<file path="config.mk">
export PLATFORM = sky130hd
export DESIGN_NAME = oneshot_pwm_timer
export DESIGN_NICKNAME = d
export VERILOG_FILES = /design/src/rtl/oneshot_pwm_timer.sv
export SDC_FILE = /design/constraint.sdc
export NUM_CORES = 1
export LEC_CHECK = 0
export ABC_AREA = 1
export ABC_CLOCK_PERIOD_IN_PS = 4300
export BUFFER_PORTS_ARGS = -buffer_cell sky130_fd_sc_hd__buf_2
export CORE_UTILIZATION = 58
export CTS_BUF_LIST = sky130_fd_sc_hd__clkbuf_8
export CTS_CLUSTER_DIAMETER = 120
export DETAILED_ROUTE_END_ITERATION = 8
export GPL_TIMING_DRIVEN = 0
export PLACE_DENSITY = 0.76
export SYNTH_ARGS = -nofsm -noshare
export SYNTH_HDL_FRONTEND = slang
export SYNTH_SLANG_ARGS = --single-unit
</file>
<file path="constraint.sdc">
create_clock -name clk -period 4.3 [get_ports clk]
set_clock_uncertainty 0.1 [all_clocks]
set_input_delay 0.645 -clock clk [delete_from_list [all_inputs] [get_ports clk]]
set_output_delay 0.645 -clock clk [all_outputs]
set_load 0.02 [all_outputs]
</file>
<file path="src/rtl/oneshot_pwm_timer.sv">
module oneshot_pwm_timer #(
  parameter int CW = 16
) (
  input  logic          clk,
  input  logic          rst_n,
  input  logic          cnt_tick,
  input  logic          ext_start,
  input  logic          reg_wr,
  input  logic [1:0]    reg_addr,
  input  logic [CW-1:0] reg_wdata,
  output logic [CW-1:0] reg_rdata,
  output logic          pwm_out,
  output logic          irq_req,
  output logic          dma_req,
  output logic          chain_start
);
  localparam logic [CW-1:0] ALL1 = '1;

  logic [CW-1:0] rld_a, rld_b, cnt;
  logic running, phase, reload_due, tog_due, tog_en, fin_due, done;

  wire          ctrl_wr   = reg_wr && reg_addr == 2'd0;
  wire          stop_req  = ctrl_wr && reg_wdata[1];
  wire          start_req = !running && !stop_req && ((ctrl_wr && reg_wdata[0]) || ext_start);
  wire [CW-1:0] eff       = reload_due ? rld_b : cnt;
  wire          step      = running && cnt_tick && !stop_req;
  wire          uflow     = step && eff == '0;
  wire          resolve   = tog_due && cnt_tick && !stop_req;

  always_ff @(posedge clk or negedge rst_n) begin
    if (!rst_n) begin
      rld_a <= '0; rld_b <= '0; cnt <= '0;
      running <= 1'b0; phase <= 1'b0; reload_due <= 1'b0;
      tog_due <= 1'b0; tog_en <= 1'b0; fin_due <= 1'b0; done <= 1'b0;
      pwm_out <= 1'b0; irq_req <= 1'b0; dma_req <= 1'b0; chain_start <= 1'b0;
    end else begin
      chain_start <= uflow;
      irq_req     <= 1'b0;
      dma_req     <= 1'b0;
      if (reg_wr && reg_addr == 2'd1) rld_a <= reg_wdata;
      if (reg_wr && reg_addr == 2'd2) rld_b <= reg_wdata;
      if (ctrl_wr && reg_wdata[4]) done <= 1'b0;
      if (ctrl_wr && reg_wdata[2] && !running) pwm_out <= reg_wdata[3];
      if (resolve) begin
        tog_due <= 1'b0;
        if (tog_en) pwm_out <= ~pwm_out;
        if (fin_due) begin
          irq_req <= 1'b1;
          dma_req <= 1'b1;
          done    <= 1'b1;
        end
      end
      if (stop_req) begin
        running    <= 1'b0;
        reload_due <= 1'b0;
        tog_due    <= 1'b0;
      end else if (start_req) begin
        running    <= 1'b1;
        phase      <= 1'b0;
        reload_due <= 1'b0;
        cnt        <= rld_a;
      end else if (step) begin
        if (uflow) begin
          cnt     <= ALL1;
          tog_due <= 1'b1;
          tog_en  <= (phase ? rld_b : rld_a) != ALL1;
          fin_due <= phase;
          if (phase) begin
            running    <= 1'b0;
            reload_due <= 1'b0;
          end else begin
            phase      <= 1'b1;
            reload_due <= 1'b1;
          end
        end else begin
          cnt        <= eff - 1'b1;
          reload_due <= 1'b0;
        end
      end
    end
  end

  always_comb begin
    reg_rdata = '0;
    case (reg_addr)
      2'd0: begin
        reg_rdata[0] = running;
        reg_rdata[1] = phase;
        reg_rdata[3] = pwm_out;
        reg_rdata[4] = done;
      end
      2'd1: reg_rdata = rld_a;
      2'd2: reg_rdata = rld_b;
      default: reg_rdata = cnt;
    endcase
  end
endmodule

</file>
### Word-level counts from Yosys, hierarchy flattened

Cells that the tools add are included.

* register bits: 58
* input port bits: 23

* add/subtract/negate cells: 1
* bitwise operators: 3
* mux-type cells: 35
* equality and inequality tests: 3
* reduce and logical (&&, ||, !) cells: 29

Operators by type and width (count)
* $mux 16: 5
* $pmux 11 s3: 1
* $mux 1: 26
* $logic_not 16->1: 1
* $ne 16x16->1 const B: 1
* $sub 16x1->16 const B: 1
* $logic_and 1x1->1: 15
* $pmux 2 s3: 2
* $reduce_bool 3->1: 3
* $reduce_and 3->1: 2
* $reduce_and 4->1: 1
* $reduce_bool 2->1: 2
* $not 1->1: 3
* $pmux 1 s3: 1
* $eq 2x1->1 const B: 1
* $eq 2x2->1 const B: 1
* $logic_not 1->1: 2
* $logic_not 2->1: 1
* $reduce_and 2->1: 1
* $logic_or 1x1->1: 1

### Longest topological paths before layout

* word-level depth: 10
* gate-level depth with buffers: 15
* depth with buffers taken out: 13

### Least setup slack after synthesis

OpenSTA, ideal clock, no wires.

* kind: in2out
* start: in reg_addr[0]
* end: out reg_rdata[11]
* stages on the path: 5
* path slack: 2.025 ns
* data required time: 3.555 ns
* arrival: 1.530 ns
* path through: inv_1 nor2_1 clkbuf_1 nand2_1 o211ai_1

* longest elaborated chain between the ends: 2
* elaborated cells between the ends (all ways): 4

RTL lines
* from (decl): RTL line 9 `input logic [1:0] reg_addr,`
* $eq 2x2->1, or another cell as far along: RTL line 85 `case (reg_addr)`
* $pmux 11 s3 (*): RTL line 85
* to (decl): RTL line 11 `output logic [CW-1:0] reg_rdata,`

Every way passes the cells marked *; elsewhere a longest branch is shown, timed or not.

### Final worst setup path

* start: in reg_addr[0]
* end: out reg_rdata[15]

Same word-level chain as after synthesis.

==> metrics.csv <==
stage,metric,value,unit
outcome,status,finished clean,
global_routing,initial antenna violation count,0,
timing,Final min period,2.831,ns
cells_and_area,nets,618,
synthesis,#FFs+latches synth,58,
power,leakage power,2.347,nW
timing,Worst-Margin Slew,0.7242,ns
clock_tree,CTS Buf Count,9,
synthesis,Yosys warnings,0,
synthesis,Synth area leader,dfrtp_1,
worst_setup_path,crit-path max cell delay,0.43,ns
timing,final hold violation count,0,
global_routing,largest net degree at the start of global routing,59,
clock_tree,clock-pin transition on the worst setup and hold timing paths,0.07,ns
cells_and_area,layout cells sized above 1,15.58,%
worst_setup_path,FF-to-FF Start,reload_due,
synthesis,ys async rst share,100.0,%
global_routing,GRT Total Usage,33.46,%
synthesis,Main synth FF type,dfrtp_1,
worst_hold_path,worst hold path type,in -> async,
clock_tree,CTS sink cnt,58,
worst_setup_path,slowest CP cell,clkbuf_1,
worst_setup_path,CP Capture Type,primary output,
routing,DRT Wirelength,10.19,mm
clock_tree,post-CTS setup buffer count,0,
worst_setup_path,crit path buf inv count,4,
power,Gate power share,44.3,%
worst_setup_path,Crit path max-delay family,buffers and inverters,
worst_setup_path,Worst Path Max Fanout,10,
placement,placed wire-length estimate,7.822,mm
timing,final setup violation count,0,
worst_setup_path,Crit Path Category,in -> out,
routing,first-pass detailed-route iteration total,5,
worst_setup_path,WP data required,3.56,ns
global_routing,GRT overflow,0,
floorplan,core area,6026,sq um
synthesis,post-synth cell types,32,
power,Psw,1.072,mW
clock_tree,Clock Latency Late Sink,0.34,ns
power,VDD IR max,0.3557,mV
power,power density over the cells,571.6,nW/um^2
clock_tree,clk buf depth,2,
timing,"Slew Viols, Final",0,
routing,DR vias,3672,
clock_tree,H-tree level count,3,
floorplan,Starting Density,61.17,%
power,Flop pwr share,33.7,%
routing,DRT iter0 DRCs,364,
synthesis,Synth Cell Area,3686,sq um
synthesis,"EDFF count, synth",0,
power,Internal,1.327,mW
routing,WL per Instance,15.17,microns
synthesis,Synth Net Count,565,
clock_tree,root buffer cell,clkbuf_8,
synthesis,synth top area cells,"dfrtp_1 39%, nand2_1 21%, inv_1 8.8%",
routing,Vias/cell,5.464,
floorplan,io pins,43,
worst_setup_path,reg2reg path depth,13,
timing,maximum clock rate,353.2,MHz
synthesis,"Avg Cell Area, Syn",6.826,sq um
routing,DRC errors left,0,
floorplan,die width,81.72,microns
timing,Worst slew margin,51.72,%
synthesis,share of the synthesized area in the top cell type,39.38,%
clock_tree,CTS tree,yes,
synthesis,"top cells by count, synth","202 x nand2_1, 86 x inv_1, 58 x dfrtp_1",
placement,Placer Congestion,0.9496,
cells_and_area,ant diodes,0,
worst_setup_path,Worst Path Arrival,2.09,ns
timing,RSZ-0062 raised after global routing,false,
worst_setup_path,CP Launch Type,primary input,
cells_and_area,area delta synth->final,13.82,%
power,clock power share,22.0,%
power,Sw Share,44.68,%
floorplan,Die Footprint,6678,sq um
floorplan,Chip Height,81.72,microns
power,Total Power,2.398,mW
floorplan,Rows,28,
timing,fin crit share,65.83,%
timing,Sum Neg Setup Slack,0,ns
routing,post-route ant nets,0,
synthesis,most numerous cell in the Yosys netlist,nand2_1,
worst_setup_path,R2R Setup Slk,2.05,ns
synthesis,Mapped Cells,540,
worst_setup_path,Most common cell on crit path,buf_2,
placement,PortBufs,42,
clock_tree,# hold bufs at CTS,0,
global_routing,vias in the first global route,3311,
worst_setup_path,r2r endpoint,cnt[6],
synthesis,"Seq/Total Area, Yosys",39.38,%
global_routing,first-pass GRT wire length,16.35,mm
job,maxcap violations,0,
worst_setup_path,CP cell instances,"buf_2, inv_1, nor2_1, clkbuf_1, nand2_1, o211ai_1, buf_2",
clock_tree,Resize count post-CTS,0,
==> cell type report <==
| class | instances | area (sq um) |
|---|---|---|
| Timing Repair Buffer | 42 | 212.7 |
| Clock buffer | 11 | 151.4 |
| Clock inverter | 4 | 51.30 |
| Tap cell | 75 | 93.84 |
| Fill cell | 551 | 1831 |
| Multi-Input combinational cell | 373 | 1770 |
| Sequential cell | 58 | 1451 |
| Inverter | 89 | 339.1 |
| Buffer | 20 | 125.1 |
==> stage by stage <==
step | setup WS, ns | hold WS [ns] | instance area (sq um) | std cells | util (%)
after CTS | 1.489 | 0.3867 | 4193 | 672 | 69.58
after floorplan | 2.025 | 0.2494 | 3686 | 540 | -
after global routing | 1.313 | 0.3208 | 4195 | 672 | 69.62
after global placement | 1.476 | 0.3617 | 3990 | 657 | 66.22
after detailed placement | 1.474 | 0.3692 | 3990 | 657 | 66.22
final | 1.469 | 0.2455 | 4195 | 672 | 69.62
==> state kept, by name, summed over array words and instances, names as in the netlist <==
register / cells
cnt: 16
rld_a: 16
rld_b: 16
chain_start: 1
dma_req: 1
done: 1
fin_due: 1
phase: 1
pwm_out: 1
reload_due: 1
running: 1
tog_due: 1
tog_en: 1
==> logic make-up after synthesis <==
| family | after synthesis | share of synthesized area (%) |
|---|---|---|
| buffers and inverters | 109 | 12.59 |
| AOI/OAI and AO/OA | 89 | 13.95 |
| and+or+nand+nor | 275 | 31.70 |
| xor gates and xnor gates | 6 | 1.426 |
| adders and majority gates | 2 | 0.6788 |
| DFF | 58 | 39.38 |
| muxes | 1 | 0.2716 |
==> how the worst max path moves through the flow <==
stage,startpoint,end,cells after the start
finish,reg_addr[0],reg_rdata[15],7
CTS,reg_addr[0],reg_rdata[14],7
detailed placement,reg_addr[0],reg_rdata[14],7
global route,reg_addr[0],reg_rdata[14],7
global placement,reg_addr[0],reg_rdata[15],7
floorplan,reg_addr[0],reg_rdata[11],5
==> power groups by stage <==
stage,sequential [mW],clock (mW),combinational (mW)
global placement,0.807,0,1.03
finish,0.809,0.527,1.06
global route,0.823,0.549,1.20
floorplan,0.773,0,0.793
detailed placement,0.812,0,1.05
CTS,0.803,0.526,1.05
==> metal layers <==
| metal | global-route usage, % | share of wire, % |
|---|---|---|
| met2 | 52.56 | 45 |
| met3 | 7.222 | 7.5 |
| met4 | 11.23 | 2.6 |
| met1 | 45.64 | 45 |
| met5 | 0 | 0 |
==> cells in the final DEF, fill, tap and decap left out, drive strengths merged <==
master	count
a21oi	5
a221oi	3
buf	52
bufinv	1
clkbuf	21
clkinv	2
clkinvlp	1
dfrtp	58
ha	2
inv	89
mux2i	1
nand2	212
nand3	19
nand3b	1
nand4	8
nor2	31
nor3	4
o211ai	3
o21ai	66
o21bai	1
o221ai	9
o22ai	2
xor2	6
==> worst reg2reg max path: cells and delay by family (launching register included) <==
kind	cells	cell delay, ns
AOI/OAI and AO/OA	1	0.24
buffers and inverters	3	0.43
DFF	1	0.37
and+or+nand+nor	8	0.83
adders and majority gates	1	0.22
Power figures use the tool's default switching activity.
